## src/rtl/nic_regbank_pkg.sv

```systemverilog
package nic_regbank_pkg;
  typedef logic [7:0] byte_t;
  typedef enum logic [1:0] {PG_0 = 2'd0, PG_1 = 2'd1, PG_2 = 2'd2, PG_3 = 2'd3} page_e;

  // command bits
  localparam int unsigned CMD_STOP  = 0;
  localparam int unsigned CMD_TX    = 2;
  localparam int unsigned CMD_RRD   = 3;
  localparam int unsigned CMD_RWR   = 4;

  // interrupt status bits
  localparam int unsigned IS_TX  = 1;
  localparam int unsigned IS_RDC = 6;
  localparam int unsigned IS_RST = 7;
  localparam int unsigned N_EVT  = 7;

  // page 0 offsets
  localparam logic [3:0] OF_START = 4'h1;
  localparam logic [3:0] OF_STOP  = 4'h2;
  localparam logic [3:0] OF_BND   = 4'h3;
  localparam logic [3:0] OF_TPG   = 4'h4;
  localparam logic [3:0] OF_TLO   = 4'h5;
  localparam logic [3:0] OF_THI   = 4'h6;
  localparam logic [3:0] OF_ISR   = 4'h7;
  localparam logic [3:0] OF_ALO   = 4'h8;
  localparam logic [3:0] OF_AHI   = 4'h9;
  localparam logic [3:0] OF_CLO   = 4'hA;
  localparam logic [3:0] OF_CHI   = 4'hB;
  localparam logic [3:0] OF_RXC   = 4'hC;
  localparam logic [3:0] OF_DCF   = 4'hE;
  localparam logic [3:0] OF_IMR   = 4'hF;

  localparam int unsigned STA_BASE = 1;
  localparam byte_t ID_LO = 8'h50;
  localparam byte_t ID_HI = 8'h43;
  localparam byte_t CMD_RST_VAL = 8'h01;
  localparam byte_t ISR_RST_VAL = 8'h80;
endpackage

```

## src/rtl/nic_cmd_reg.sv

```systemverilog
module nic_cmd_reg
  import nic_regbank_pkg::*;
(
  input  logic  clk_i,
  input  logic  rst_ni,
  input  logic  we_i,
  input  byte_t wdata_i,
  input  logic  tx_done_i,
  output byte_t cmd_o,
  output logic  tx_start_o
);
  byte_t cmd_q;
  logic  tx_q;

  always_ff @(posedge clk_i or negedge rst_ni) begin
    if (!rst_ni) begin
      cmd_q <= CMD_RST_VAL;
      tx_q  <= 1'b0;
    end else begin
      tx_q <= we_i && wdata_i[CMD_TX] && !wdata_i[CMD_STOP];
      if (we_i)           cmd_q <= wdata_i;
      else if (tx_done_i) cmd_q[CMD_TX] <= 1'b0;
    end
  end

  assign cmd_o      = cmd_q;
  assign tx_start_o = tx_q;
endmodule

```

## src/rtl/nic_int_ctl.sv

```systemverilog
module nic_int_ctl
  import nic_regbank_pkg::*;
(
  input  logic             clk_i,
  input  logic             rst_ni,
  input  logic             cmd_we_i,
  input  byte_t            cmd_wdata_i,
  input  logic             rcnt_zero_i,
  input  logic             clr_we_i,
  input  byte_t            clr_mask_i,
  input  logic             imr_we_i,
  input  byte_t            imr_wdata_i,
  input  logic [N_EVT-1:0] set_i,
  output byte_t            isr_o,
  output logic             irq_o
);
  byte_t isr_q, imr_q, set_v, clr_v;
  logic  run_cmd;

  assign run_cmd = cmd_we_i && !cmd_wdata_i[CMD_STOP];

  always_comb begin
    set_v = {1'b0, set_i};
    clr_v = clr_we_i ? {1'b0, clr_mask_i[N_EVT-1:0]} : 8'h00;
    if (run_cmd) begin
      clr_v[IS_RST] = 1'b1;
      if ((cmd_wdata_i[CMD_RRD] || cmd_wdata_i[CMD_RWR]) && rcnt_zero_i)
        set_v[IS_RDC] = 1'b1;
    end
  end

  always_ff @(posedge clk_i or negedge rst_ni) begin
    if (!rst_ni) begin
      isr_q <= ISR_RST_VAL;
      imr_q <= 8'h00;
    end else begin
      isr_q <= (isr_q & ~clr_v) | set_v;
      if (imr_we_i) imr_q <= imr_wdata_i;
    end
  end

  assign isr_o = isr_q;
  assign irq_o = |(isr_q & imr_q & 8'h7F);
endmodule

```

## src/rtl/nic_page_regs.sv

```systemverilog
module nic_page_regs
  import nic_regbank_pkg::*;
#(
  parameter byte_t       MEM_END_PG = 8'hC0,
  parameter int unsigned N_STA      = 6,
  parameter int unsigned N_HASH     = 8
) (
  input  logic                    clk_i,
  input  logic                    rst_ni,
  input  logic                    we_i,
  input  page_e                   page_i,
  input  logic [3:0]              addr_i,
  input  byte_t                   wdata_i,
  input  logic                    tx_done_i,
  output byte_t                   start_o,
  output byte_t                   stop_o,
  output byte_t                   bnd_o,
  output byte_t                   cur_o,
  output byte_t                   tpg_o,
  output logic [15:0]             tcnt_o,
  output logic [15:0]             rsar_o,
  output logic [15:0]             rcnt_o,
  output byte_t                   rxc_o,
  output byte_t                   dcf_o,
  output byte_t                   tsr_o,
  output logic [N_STA-1:0][7:0]   sta_o,
  output logic [N_HASH-1:0][7:0]  hash_o
);
  localparam int unsigned CUR_OFF   = STA_BASE + N_STA;
  localparam int unsigned HASH_BASE = CUR_OFF + 1;

  logic  w0, w1, fit_incl, fit_excl;
  byte_t start_q, stop_q, bnd_q, cur_q, tpg_q, rxc_q, dcf_q, tsr_q;
  logic [15:0] tcnt_q, rsar_q, rcnt_q;
  logic [N_STA-1:0][7:0]  sta_q;
  logic [N_HASH-1:0][7:0] hash_q;

  assign w0 = we_i && (page_i == PG_0);
  assign w1 = we_i && (page_i == PG_1);
  assign fit_incl = (wdata_i <= MEM_END_PG);
  assign fit_excl = (wdata_i <  MEM_END_PG);

  always_ff @(posedge clk_i or negedge rst_ni) begin
    if (!rst_ni) begin
      start_q <= '0; stop_q <= '0; bnd_q <= '0; cur_q <= '0;
      tpg_q <= '0; rxc_q <= '0; dcf_q <= '0; tsr_q <= '0;
      tcnt_q <= '0; rsar_q <= '0; rcnt_q <= '0;
    end else begin
      if (tx_done_i) tsr_q <= 8'h01;
      if (w1 && addr_i == 4'(CUR_OFF) && fit_excl) cur_q <= wdata_i;
      if (w0) begin
        unique case (addr_i)
          OF_START: if (fit_incl) start_q <= wdata_i;
          OF_STOP:  if (fit_incl) stop_q  <= wdata_i;
          OF_BND:   if (fit_excl) bnd_q   <= wdata_i;
          OF_TPG:   tpg_q <= wdata_i;
          OF_TLO:   tcnt_q[7:0]  <= wdata_i;
          OF_THI:   tcnt_q[15:8] <= wdata_i;
          OF_ALO:   rsar_q[7:0]  <= wdata_i;
          OF_AHI:   rsar_q[15:8] <= wdata_i;
          OF_CLO:   rcnt_q[7:0]  <= wdata_i;
          OF_CHI:   rcnt_q[15:8] <= wdata_i;
          OF_RXC:   rxc_q <= wdata_i;
          OF_DCF:   dcf_q <= wdata_i;
          default: ;
        endcase
      end
    end
  end

  for (genvar g = 0; g < N_STA; g++) begin : g_sta
    always_ff @(posedge clk_i or negedge rst_ni) begin
      if (!rst_ni) sta_q[g] <= '0;
      else if (w1 && addr_i == 4'(STA_BASE + g)) sta_q[g] <= wdata_i;
    end
  end

  for (genvar g = 0; g < N_HASH; g++) begin : g_hash
    always_ff @(posedge clk_i or negedge rst_ni) begin
      if (!rst_ni) hash_q[g] <= '0;
      else if (w1 && addr_i == 4'(HASH_BASE + g)) hash_q[g] <= wdata_i;
    end
  end

  assign start_o = start_q;
  assign stop_o  = stop_q;
  assign bnd_o   = bnd_q;
  assign cur_o   = cur_q;
  assign tpg_o   = tpg_q;
  assign tcnt_o  = tcnt_q;
  assign rsar_o  = rsar_q;
  assign rcnt_o  = rcnt_q;
  assign rxc_o   = rxc_q;
  assign dcf_o   = dcf_q;
  assign tsr_o   = tsr_q;
  assign sta_o   = sta_q;
  assign hash_o  = hash_q;
endmodule

```

## src/rtl/nic_regbank.sv

```systemverilog
module nic_regbank
  import nic_regbank_pkg::*;
#(
  parameter byte_t       MEM_END_PG = 8'hC0,
  parameter int unsigned N_STA      = 6,
  parameter int unsigned N_HASH     = 8
) (
  input  logic                  clk_i,
  input  logic                  rst_ni,
  input  logic                  wr_i,
  input  logic [3:0]            addr_i,
  input  logic [7:0]            wdata_i,
  output logic [7:0]            rdata_o,
  input  logic [N_EVT-1:0]      evt_i,
  input  logic                  tx_done_i,
  output logic                  tx_start_o,
  output logic                  irq_o,
  output logic [7:0]            cmd_o,
  output logic [7:0]            ring_start_o,
  output logic [7:0]            ring_stop_o,
  output logic [7:0]            ring_bnd_o,
  output logic [7:0]            ring_cur_o,
  output logic [7:0]            tx_page_o,
  output logic [15:0]           tx_len_o,
  output logic [15:0]           rdma_addr_o,
  output logic [15:0]           rdma_len_o,
  output logic [7:0]            rx_cfg_o,
  output logic [7:0]            data_cfg_o,
  output logic [N_STA*8-1:0]    sta_addr_o,
  output logic [N_HASH*8-1:0]   mcast_hash_o
);
  localparam int unsigned CUR_OFF   = STA_BASE + N_STA;
  localparam int unsigned HASH_BASE = CUR_OFF + 1;

  byte_t cmd_w, isr_w, tsr_w;
  page_e page_w;
  logic  cmd_we, reg_we;
  logic [N_EVT-1:0] set_w;
  logic [N_STA-1:0][7:0]  sta_w;
  logic [N_HASH-1:0][7:0] hash_w;

  assign cmd_we = wr_i && (addr_i == 4'h0);
  assign reg_we = wr_i && (addr_i != 4'h0);
  assign page_w = page_e'(cmd_w[7:6]);

  always_comb begin
    set_w = evt_i;
    set_w[IS_TX] = evt_i[IS_TX] | tx_done_i;
  end

  nic_cmd_reg u_cmd (
    .clk_i, .rst_ni,
    .we_i      (cmd_we),
    .wdata_i   (wdata_i),
    .tx_done_i (tx_done_i),
    .cmd_o     (cmd_w),
    .tx_start_o(tx_start_o)
  );

  nic_int_ctl u_int (
    .clk_i, .rst_ni,
    .cmd_we_i    (cmd_we),
    .cmd_wdata_i (wdata_i),
    .rcnt_zero_i (rdma_len_o == '0),
    .clr_we_i    (reg_we && page_w == PG_0 && addr_i == OF_ISR),
    .clr_mask_i  (wdata_i),
    .imr_we_i    (reg_we && page_w == PG_0 && addr_i == OF_IMR),
    .imr_wdata_i (wdata_i),
    .set_i       (set_w),
    .isr_o       (isr_w),
    .irq_o       (irq_o)
  );

  nic_page_regs #(.MEM_END_PG(MEM_END_PG), .N_STA(N_STA), .N_HASH(N_HASH)) u_regs (
    .clk_i, .rst_ni,
    .we_i      (reg_we),
    .page_i    (page_w),
    .addr_i    (addr_i),
    .wdata_i   (wdata_i),
    .tx_done_i (tx_done_i),
    .start_o   (ring_start_o),
    .stop_o    (ring_stop_o),
    .bnd_o     (ring_bnd_o),
    .cur_o     (ring_cur_o),
    .tpg_o     (tx_page_o),
    .tcnt_o    (tx_len_o),
    .rsar_o    (rdma_addr_o),
    .rcnt_o    (rdma_len_o),
    .rxc_o     (rx_cfg_o),
    .dcf_o     (data_cfg_o),
    .tsr_o     (tsr_w),
    .sta_o     (sta_w),
    .hash_o    (hash_w)
  );

  assign cmd_o        = cmd_w;
  assign sta_addr_o   = sta_w;
  assign mcast_hash_o = hash_w;

  always_comb begin
    rdata_o = 8'h00;
    if (addr_i == 4'h0) begin
      rdata_o = cmd_w;
    end else begin
      unique case (page_w)
        PG_0: begin
          unique case (addr_i)
            OF_BND:  rdata_o = ring_bnd_o;
            OF_TPG:  rdata_o = tsr_w;
            OF_ISR:  rdata_o = isr_w;
            OF_ALO:  rdata_o = rdma_addr_o[7:0];
            OF_AHI:  rdata_o = rdma_addr_o[15:8];
            OF_CLO:  rdata_o = ID_LO;
            OF_CHI:  rdata_o = ID_HI;
            default: rdata_o = 8'h00;
          endcase
        end
        PG_1: begin
          for (int k = 0; k < int'(N_STA); k++)
            if (addr_i == 4'(STA_BASE + k)) rdata_o = sta_w[k];
          if (addr_i == 4'(CUR_OFF)) rdata_o = ring_cur_o;
          for (int k = 0; k < int'(N_HASH); k++)
            if (addr_i == 4'(HASH_BASE + k)) rdata_o = hash_w[k];
        end
        PG_2: begin
          if (addr_i == OF_START) rdata_o = ring_start_o;
          if (addr_i == OF_STOP)  rdata_o = ring_stop_o;
        end
        default: rdata_o = 8'h00;
      endcase
    end
  end
endmodule

```

## config.mk

```make
export PLATFORM = sky130hd
export DESIGN_NAME = nic_regbank
export DESIGN_NICKNAME = d
export VERILOG_FILES = /design/src/rtl/nic_regbank_pkg.sv /design/src/rtl/nic_cmd_reg.sv /design/src/rtl/nic_int_ctl.sv /design/src/rtl/nic_page_regs.sv /design/src/rtl/nic_regbank.sv
export SDC_FILE = /design/constraint.sdc
export NUM_CORES = 1
export LEC_CHECK = 0
export ABC_AREA = 1
export ABC_CLOCK_PERIOD_IN_PS = 4450
export BUFFER_PORTS_ARGS = -buffer_cell sky130_fd_sc_hd__buf_2
export CORE_MARGIN = 5
export CORE_UTILIZATION = 50
export CTS_CLUSTER_SIZE = 30
export DETAILED_ROUTE_END_ITERATION = 10
export PLACE_DENSITY = 0.86
export SLEW_MARGIN = 15
export SYNTH_ARGS = -nofsm -noshare
export SYNTH_HDL_FRONTEND = slang
export SYNTH_HIERARCHICAL = 1
export SYNTH_SLANG_ARGS = --single-unit
```

## constraint.sdc

```tcl
create_clock -name clk_i -period 4.45 [get_ports clk_i]
set_clock_uncertainty 0.2 [all_clocks]
set_input_delay 0.445 -clock clk_i [delete_from_list [all_inputs] [get_ports clk_i]]
set_output_delay 0.445 -clock clk_i [all_outputs]
set_load 0.01 [all_outputs]
```

==> results of run 1 <==
-- area by class of cell --
class                   instances  area (um^2)
inverters                      76          285
repair buffers                268         1410
fillers                      1918         8540
clock inverters                 4         45.0
well taps                     280          350
clock buffers                  40          762
flip-flops and latches        241         6030
multi-input cells             946         4190
-- state kept, by name, indices dropped and copies added, names as in the netlist --
signal            flops
u_regs/cur_o          8
u_regs/sta_o         48
u_regs/bnd_o          8
u_regs/rsar_o        16
u_cmd/tx_start_o      1
u_regs/rxc_o          8
u_regs/rcnt_o        16
u_regs/hash_o        64
u_cmd/cmd_o           8
u_regs/tsr_o          1
u_regs/tpg_o          8
u_regs/tcnt_o        16
u_int/imr_q           7
u_int/isr_o           8
u_regs/dcf_o          8
u_regs/stop_o         8
u_regs/start_o        8
-- final timing paths --
kind | startpoint | endpoint | slack (ns) | cells past startpoint
max | addr_i[3] | rdata_o[3] | 1.16 | 15
min | evt_i[1] | u_int/isr_o[1] | 0.03 | 3
max reg2reg | u_cmd/cmd_o[6] | u_int/isr_o[6] | 1.97 | 6
min reg2reg | u_int/isr_o[7] | u_int/isr_o[7] | 0.25 | 2
max in group asynchronous | rst_ni | u_regs/tpg_o[4] | 2.48 | 3
min in group asynchronous | rst_ni | u_regs/sta_o[15] | 0.41 | 2
-- power by group --
group / switching [W] / leakage (nW) / total, W / internal (W)
Clock: 0.000849 / 0.400 / 0.00207 / 0.00122
Combinational: 0.000831 / 3.33 / 0.00132 / 0.000490
Sequential: 0.000401 / 3.18 / 0.00299 / 0.00259
Total: 0.00208 / 6.90 / 0.00638 / 0.00430
-- metrics by stage --
| stage | setup WS [ns] | util (%) | total power (W) |
|---|---|---|---|
| after floorplan | 2.08 | - | 0.00354 |
| after global placement | 1.23 | 56.4 | 0.00427 |
| after detailed placement | 1.23 | 56.4 | 0.00432 |
| after CTS | 1.22 | 60.5 | 0.00638 |
| after global routing | 0.935 | 60.5 | 0.00668 |
| final | 1.16 | 60.5 | 0.00638 |
-- layer usage --
layer,vias up,wire length (um),global-route usage [%]
met4,0,1470,11.6
met3,110,4620,8.11
li1,4735,-,-
met5,-,0,0
met1,5002,14500,39.8
met2,739,17900,48.7
-- worst min-delay path: stages --
cell and delay (ns):
buf_2 0.07, or2_2 0.10, a21o_1 0.10
-- timing repair --
| action | 4_1_cts | 5_1_grt |
|---|---|---|
| hold buffers | 8 | 0 |
| endpoints found under the hold margin | 126 | 0 |
| setup endpoints to repair | 0 | 0 |
| setup buffers | 0 | 0 |
-- cells by family (layout without fill, tap and decap cells) --
kind of cell | after synthesis | in the layout | share of synthesized area [%]
AO/OA/AOI/OAI | 257 | 257 | 12.5
buffers and inverters | 137 | 388 | 6.17
flip-flops | 241 | 241 | 55.5
other | 1 | 7 | 0.0345
AND/OR/NAND/NOR | 682 | 682 | 25.8
-- cells in the mapped netlist, types with 8 or more instances --
library cell  number
nand2_1          482
dfrtp_1          239
o21ai_0          202
nand3_1           72
nor2_1            70
inv_1             68
a21oi_1           26
clkbuf_1          18
buf_2             17
or2_2             15
buf_4             14
buf_6             11
nand4_1           11
nor2_2            10
inv_2              8
==> results.sh, run 1 <==
export IMPL_status="completed"
export IMPL_cts_root_buf="clkbuf_16"
export IMPL_timing_hold_ws_ns=0.0338
export IMPL_fp_dieH_um=157
export IMPL_path_buf_inv=3
export IMPL_critPathTopFamily="simple AND/OR/NAND/NOR gates"
export IMPL_fin_tns_setup_ns=0
export IMPL_start_kind="input pin"
export IMPL_grt_overflow_total=0
export IMPL_gr_usage_all_layers_pct=30.4
export IMPL_design_area_mm2=0.0131
export IMPL_ys_seq_area_share_pct=55.5
export IMPL_netlist_instances=1318
export IMPL_dp_cells=1803
export IMPL_rows=54
export IMPL_synth_seq_cells=241
export IMPL_nets=1581
export IMPL_die_width_um=157
export IMPL_fin_crit_ns=3.29
export IMPL_start_util_pct=50.3
export IMPL_worstSetupPathType="input pin to output pin"
export IMPL_finalSetupViolCount=0
export IMPL_gp_congestion=0.984
export IMPL_instances_no_fill=1855
export IMPL_min_path_type="input pin to register"
export IMPL_maxCapViolations=0
export IMPL_ioPinCount=257
export IMPL_worstPathArrival_ns=2.65
export IMPL_synth_top_cell_area_share_pct=55.0
export IMPL_clkLatencyLatePin_ns=0.52
export IMPL_fmax_mhz=304
export IMPL_grt_pass1_wl_mm=58.4
export IMPL_synth_area_mm2=0.0109
export IMPL_grt_max_degree=121
export IMPL_synth_area_top_cells="dfrtp_1, nand2_1, o21ai_0"
export IMPL_drcViolationCount=0
export IMPL_htree_levels=1
export IMPL_synth_warnings=6
export IMPL_fin_crit_sh_pct=74.0
export IMPL_slew_viol_final=0
export IMPL_grt_pass1_vias=9999
export IMPL_final_cell_mix="nand2_1, buf_2, dfrtp_1"
export IMPL_die_area_mm2=0.0248
export IMPL_path_cells="buf_2 -> inv_1 -> nand2_1 -> nor2_1 -> nand2_1 -> nand3_1 -> o21bai_1 -> nand3_1 -> nand2_1 -> nand4_1 -> nand2_1 -> nand3_1 -> nand2_1 -> nand3_1 -> buf_2"
export IMPL_drive_gt1_share_pct=21.7
export IMPL_vias=10600
export IMPL_cts_tree="built"
export IMPL_synth_async_reset_ratio_pct=100
export IMPL_layout_commonest_cell="nand2_1"
export IMPL_synth_main_ff_cell="dfrtp_1"
export IMPL_final_hold_violation_count=0
export IMPL_worst_slew_margin_rel_pct=17.0
export IMPL_wl_mm=38.5
export IMPL_placed_area_mm2=0.0122
export IMPL_synth_edf_count=0
export IMPL_ant_nets=0
export IMPL_p_leak_nw=6.90
export IMPL_core_mm2=0.0216
export IMPL_critPathRequiredTime_ns=3.81
export IMPL_clkSinkCount=241
export IMPL_n_antenna_cell=0
export IMPL_area_growth_syn_to_layout_pct=20.3
export IMPL_synth_top_cell_by_area="dfrtp_1"
export IMPL_worst_ir_drop_vdd_v=0.000331
export IMPL_tightest_slew_ns=1.24
export IMPL_crit_slowest_cell="nor2_1"
export IMPL_numCtsBuffers=25
export IMPL_vias_per_cell=5.71
export IMPL_path_max_fanout=11
export IMPL_avgSynthCellArea_um2=8.25
export IMPL_io_buffers=256
export IMPL_wl_per_cell_um=20.8
export IMPL_drtIter0Drc=1093
export IMPL_cts_resized=0
export IMPL_hpwl_mm=27.5
export IMPL_cellPowerDensity_mw_per_mm2=488
export IMPL_worst_setup_path_end_kind="output pin"
export IMPL_slowest_delay_ns=0.71
export IMPL_first_pass_iters=6
export IMPL_path_clk_slew_ns=0.06
export IMPL_crit_top_cell="nand2_1"
export IMPL_synth_cell_types=35
export IMPL_rsz0062_at_grt="no"
export IMPL_clk_path_buf_depth=3
export IMPL_antenna_found_initial=0
(Power assumes the default switching activity.)
==> run 2, diff against run 1 <==
Settings changed: ABC_CLOCK_PERIOD_IN_PS 4450 to 3200.
Clock period 4.45 ns to 3.2 ns, I/O delays scaled along.
==> results.sh, run 2 (synthesized netlist as in run 1, its figures left out) <==
export IMPL_status="completed"
export IMPL_layout_commonest_cell="nand2_1"
export IMPL_cts_setup_buffers=0
export IMPL_critPathRequiredTime_ns=2.68
export IMPL_nets=1612
export IMPL_first_pass_iters=6
export IMPL_wl_mm=38.3
export IMPL_drive_gt1_share_pct=22.6
export IMPL_startpoint="addr_i[3]"
export IMPL_rows=54
export IMPL_vias_per_cell=5.65
export IMPL_fin_crit_sh_pct=92.5
export IMPL_fin_tns_setup_ns=0
export IMPL_vias=10700
export IMPL_cellPowerDensity_mw_per_mm2=684
export IMPL_largest_reg_flops=64
export IMPL_ant_nets=0
export IMPL_worst_slew_margin_rel_pct=27.1
export IMPL_gp_congestion=0.975
export IMPL_fp_dieH_um=157
export IMPL_htree_levels=1
export IMPL_grt_max_degree=100
export IMPL_final_cell_mix="nand2_1, buf_2, dfrtp_1"
export IMPL_antenna_found_initial=0
export IMPL_finalSetupViolCount=0
export IMPL_start_util_pct=50.3
export IMPL_pre_cts_ws_ns=0.309
export IMPL_sequentialPowerShare_pct=45.0
export IMPL_path_clk_slew_ns=0.06
export IMPL_grt_pass1_wl_mm=58.8
export IMPL_worstPathArrival_ns=2.44
export IMPL_clkSinkCount=241
export IMPL_start_kind="input pin"
export IMPL_worst_setup_path_end_kind="output pin"
export IMPL_hpwl_mm=27.3
export IMPL_die_area_mm2=0.0248
export IMPL_drcViolationCount=0
export IMPL_tightest_slew_ns=1.09
export IMPL_clkLatencyLatePin_ns=0.52
export IMPL_numCtsBuffers=26
export IMPL_worstSetupPathType="input pin to output pin"
export IMPL_gr_usage_all_layers_pct=30.4
export IMPL_p_int_w=0.00626
export IMPL_layout_setup_ws_ns=0.241
export IMPL_ioPinCount=257
export IMPL_cts_root_buf="clkbuf_16"
export IMPL_die_width_um=157
export IMPL_min_path_type="input pin to async pin"
export IMPL_cts_tree="built"
export IMPL_switching_share_pct=32.0
export IMPL_grt_pass1_vias=10300
export IMPL_dp_cells=1819
export IMPL_grt_overflow_total=0
export IMPL_area_growth_syn_to_layout_pct=23.8
export IMPL_combPwrFrac_pct=20.2
export IMPL_clk_path_buf_depth=3
export IMPL_switching_power_w=0.00294
export IMPL_worst_ir_drop_vdd_v=0.000363
export IMPL_core_mm2=0.0216
export IMPL_instances_no_fill=1889
export IMPL_path_max_fanout=19
export IMPL_fin_crit_ns=2.96
export IMPL_maxCapViolations=0
export IMPL_fmax_mhz=338
export IMPL_clock_power_share_pct=34.8
export IMPL_n_antenna_cell=0
export IMPL_final_hold_violation_count=0
export IMPL_rsz0062_at_grt="no"
export IMPL_p_leak_nw=7.09
export IMPL_slew_viol_final=0
export IMPL_drtIter0Drc=1234
export IMPL_wl_per_cell_um=20.3
export IMPL_r2r_start="u_cmd/cmd_o[6]"
export IMPL_io_buffers=256
-- run 2: cell type report --
class                      instances  area [um^2]
clock buffer                      36          749
clock inverter                    12          166
fill                            1887         8160
inverter                          76          285
multi-input combinational        946         4190
sequential                       241         6030
tap                              280          350
timing repair buffer             298         1690
-- run 2: through the flow --
step | utilization (%) | hold WS [ns] | total power (W) | area (um^2)
CTS | 62.3 | 0.189 | 0.00921 | 13500
global placement | 57.0 | 0.204 | 0.00594 | 12300
floorplan | - | -0.176 | 0.00493 | 10900
detailed placement | 57.0 | 0.213 | 0.00600 | 12300
global route | 62.3 | 0.250 | 0.00962 | 13500
finish | 62.3 | 0.199 | 0.00921 | 13500
-- run 2: worst max-delay path: stages --
cell	delay, ns
buf_2	0.16
inv_1	0.11
nand2_1	0.12
inv_2	0.32
nand2_1	0.28
nor2_1	0.16
o21bai_1	0.13
nand3_1	0.09
nand2_1	0.10
nand4_1	0.16
nand2_1	0.10
nand3_1	0.08
nand2_1	0.07
nand3_1	0.07
buf_2	0.15
-- run 2: metal layers --
layer | wire length, um | GRT usage, %
met5 | 0 | 0
met4 | 1850 | 13.0
met3 | 4400 | 7.92
met2 | 17500 | 48.7
met1 | 14600 | 39.2
-- run 2: final timing paths --
check,slack [ns],endpoint,cells after the start
worst max register to register,0.73,u_int/isr_o[3],7
worst max-delay path,0.24,rdata_o[7],15
min in group clk_i,0.22,u_regs/bnd_o[7],5
worst min-delay path,0.20,u_regs/sta_o[3],2
worst min register to register,0.25,u_int/isr_o[7],2
max in group asynchronous,1.72,u_cmd/cmd_o[0],3
-- run 2: power groups by stage --
| stage | Sequential (W) | Combinational [W] | Clock, W |
|---|---|---|---|
| CTS | 0.00413 | 0.00186 | 0.00322 |
| finish | 0.00414 | 0.00186 | 0.00321 |
| global placement | 0.00416 | 0.00177 | 0 |
| global route | 0.00420 | 0.00206 | 0.00336 |
| floorplan | 0.00426 | 0.000666 | 0 |
| detailed placement | 0.00417 | 0.00183 | 0 |
-- run 2: repair_timing --
action / CTS / global route
endpoints found under the setup margin: 0 / 0
gates resized for setup: 0 / 0
hold buffers: 22 / 0
endpoints found under the hold margin: 142 / 0
==> run 3, diff against run 2 <==
Settings changed: CORE_MARGIN 5 to 1.
==> results.sh, run 3 (synthesized netlist as in run 1, its figures left out) <==
export IMPL_status="completed"
export IMPL_tightest_slew_ns=1.09
export IMPL_largest_reg_flops=64
export IMPL_placed_area_mm2=0.0123
export IMPL_switching_power_w=0.00288
export IMPL_io_buffers=256
export IMPL_worst_ir_drop_vdd_v=0.000561
export IMPL_path_clk_slew_ns=0.06
export IMPL_fin_crit_ns=2.95
export IMPL_slew_viol_final=0
export IMPL_sequentialPowerShare_pct=46.3
export IMPL_wl_per_cell_um=19.4
export IMPL_rsz0062_at_grt="no"
export IMPL_htree_levels=1
export IMPL_maxCapViolations=0
export IMPL_vias_per_cell=5.56
export IMPL_grt_pass1_vias=9953
export IMPL_cts_tree="built"
export IMPL_cts_root_buf="clkbuf_16"
export IMPL_p_int_w=0.00601
export IMPL_grt_pass1_wl_mm=55.3
export IMPL_grt_overflow_total=0
export IMPL_critPathRequiredTime_ns=2.68
export IMPL_clock_power_share_pct=32.9
export IMPL_worstSetupPathType="input pin to output pin"
export IMPL_drtIter0Drc=1317
export IMPL_hpwl_mm=25.5
export IMPL_numCtsBuffers=25
export IMPL_start_util_pct=51.4
export IMPL_instances_no_fill=1880
export IMPL_cts_resized=0
export IMPL_first_pass_iters=5
export IMPL_fin_crit_sh_pct=92.1
export IMPL_fin_tns_setup_ns=0
export IMPL_path_max_fanout=15
export IMPL_final_hold_violation_count=0
export IMPL_gr_usage_all_layers_pct=32.7
export IMPL_vias=10400
export IMPL_die_width_um=149
export IMPL_design_area_mm2=0.0133
export IMPL_worst_setup_path_end_kind="output pin"
export IMPL_clkSinkCount=241
export IMPL_cellPowerDensity_mw_per_mm2=666
export IMPL_switching_share_pct=32.4
export IMPL_worst_slew_margin_rel_pct=27.6
export IMPL_rows=53
export IMPL_drive_gt1_share_pct=22.5
export IMPL_gp_congestion=0.970
export IMPL_grt_max_degree=88
export IMPL_p_leak_nw=7.03
export IMPL_ioPinCount=257
export IMPL_start_kind="input pin"
export IMPL_drcViolationCount=0
export IMPL_dp_cells=1811
export IMPL_nets=1607
export IMPL_min_path_type="input pin to register"
export IMPL_clk_path_buf_depth=3
export IMPL_die_area_mm2=0.0223
export IMPL_fp_dieH_um=149
export IMPL_worstPathArrival_ns=2.43
export IMPL_finalSetupViolCount=0
export IMPL_combPwrFrac_pct=20.8
export IMPL_area_growth_syn_to_layout_pct=22.8
export IMPL_layout_commonest_cell="nand2_1"
export IMPL_ant_nets=0
export IMPL_wl_mm=36.4
export IMPL_post_route_util_pct=63.1
export IMPL_clkLatencyLatePin_ns=0.53
export IMPL_antenna_found_initial=2
export IMPL_core_mm2=0.0212
export IMPL_fmax_mhz=339
export IMPL_final_cell_mix="nand2_1, buf_2, dfrtp_1"
-- run 3: changes by cell type in the layout (fill, tap and decap cells not counted), moves of 3 or more --
cell / previous run / this run
clkbuf_1: 5 / 2
buf_4: 18 / 15
bufinv_16: 4 / 1
clkbuf_8: 4 / 8
clkinvlp_4: 1 / 4
-- run 3: critical path, cell delays in order --
cell,delay (ns)
buf_2,0.25
inv_1,0.14
nand2_2,0.13
inv_1,0.05
nand2_1,0.35
inv_2,0.19
a221oi_1,0.38
nand4_1,0.13
a21oi_1,0.18
nand3_1,0.13
buf_2,0.16
-- run 3: power by group through the flow --
stage	logic, W	registers, W	clock network [W]
final	0.00185	0.00411	0.00292
after global routing	0.00205	0.00417	0.00307
after CTS	0.00185	0.00410	0.00295
after detailed placement	0.00182	0.00414	0
after global placement	0.00176	0.00414	0
after floorplan	0.000666	0.00426	0
-- run 3: final timing paths --
path	from	end	slack, ns	depth (start not counted)
max	addr_i[0]	rdata_o[4]	0.25	11
min	addr_i[1]	u_regs/bnd_o[6]	0.21	5
max reg2reg	u_cmd/cmd_o[6]	u_int/isr_o[5]	0.68	7
min reg2reg	u_int/isr_o[7]	u_int/isr_o[7]	0.25	2
max in group asynchronous	rst_ni	u_regs/hash_o[41]	1.76	3
min in group asynchronous	rst_ni	u_regs/rcnt_o[8]	0.23	2
-- run 3: through the flow --
stage                     power [W]  hold WS, ns  setup slack (ns)
after detailed placement    0.00595        0.190             0.343
after global routing        0.00929        0.215             0.107
after CTS                   0.00889        0.179             0.289
after global placement      0.00589        0.187             0.385
after floorplan             0.00493       -0.176              1.08
final                       0.00889        0.209             0.252
-- run 3: layout make-up --
class	count	area [um^2]
antenna	2	5.00
clock buffer	35	743
clock inverter	11	93.8
fill	1796	7810
inverter	76	285
multi-input combinational	946	4190
sequential	241	6030
tap	275	344
timing repair buffer	294	1650
-- run 3: routing by layer --
metal	routed length (um)	GRT usage (%)
met3	4260	8.20
met1	13700	42.3
met4	1510	14.9
met2	17000	51.7
met5	0	0
-- run 3: repair_timing --
item                       CTS  global route
buffers inserted             0             0
setup endpoints to repair    0             0
hold endpoints to repair   129             0
hold buffers                21             0
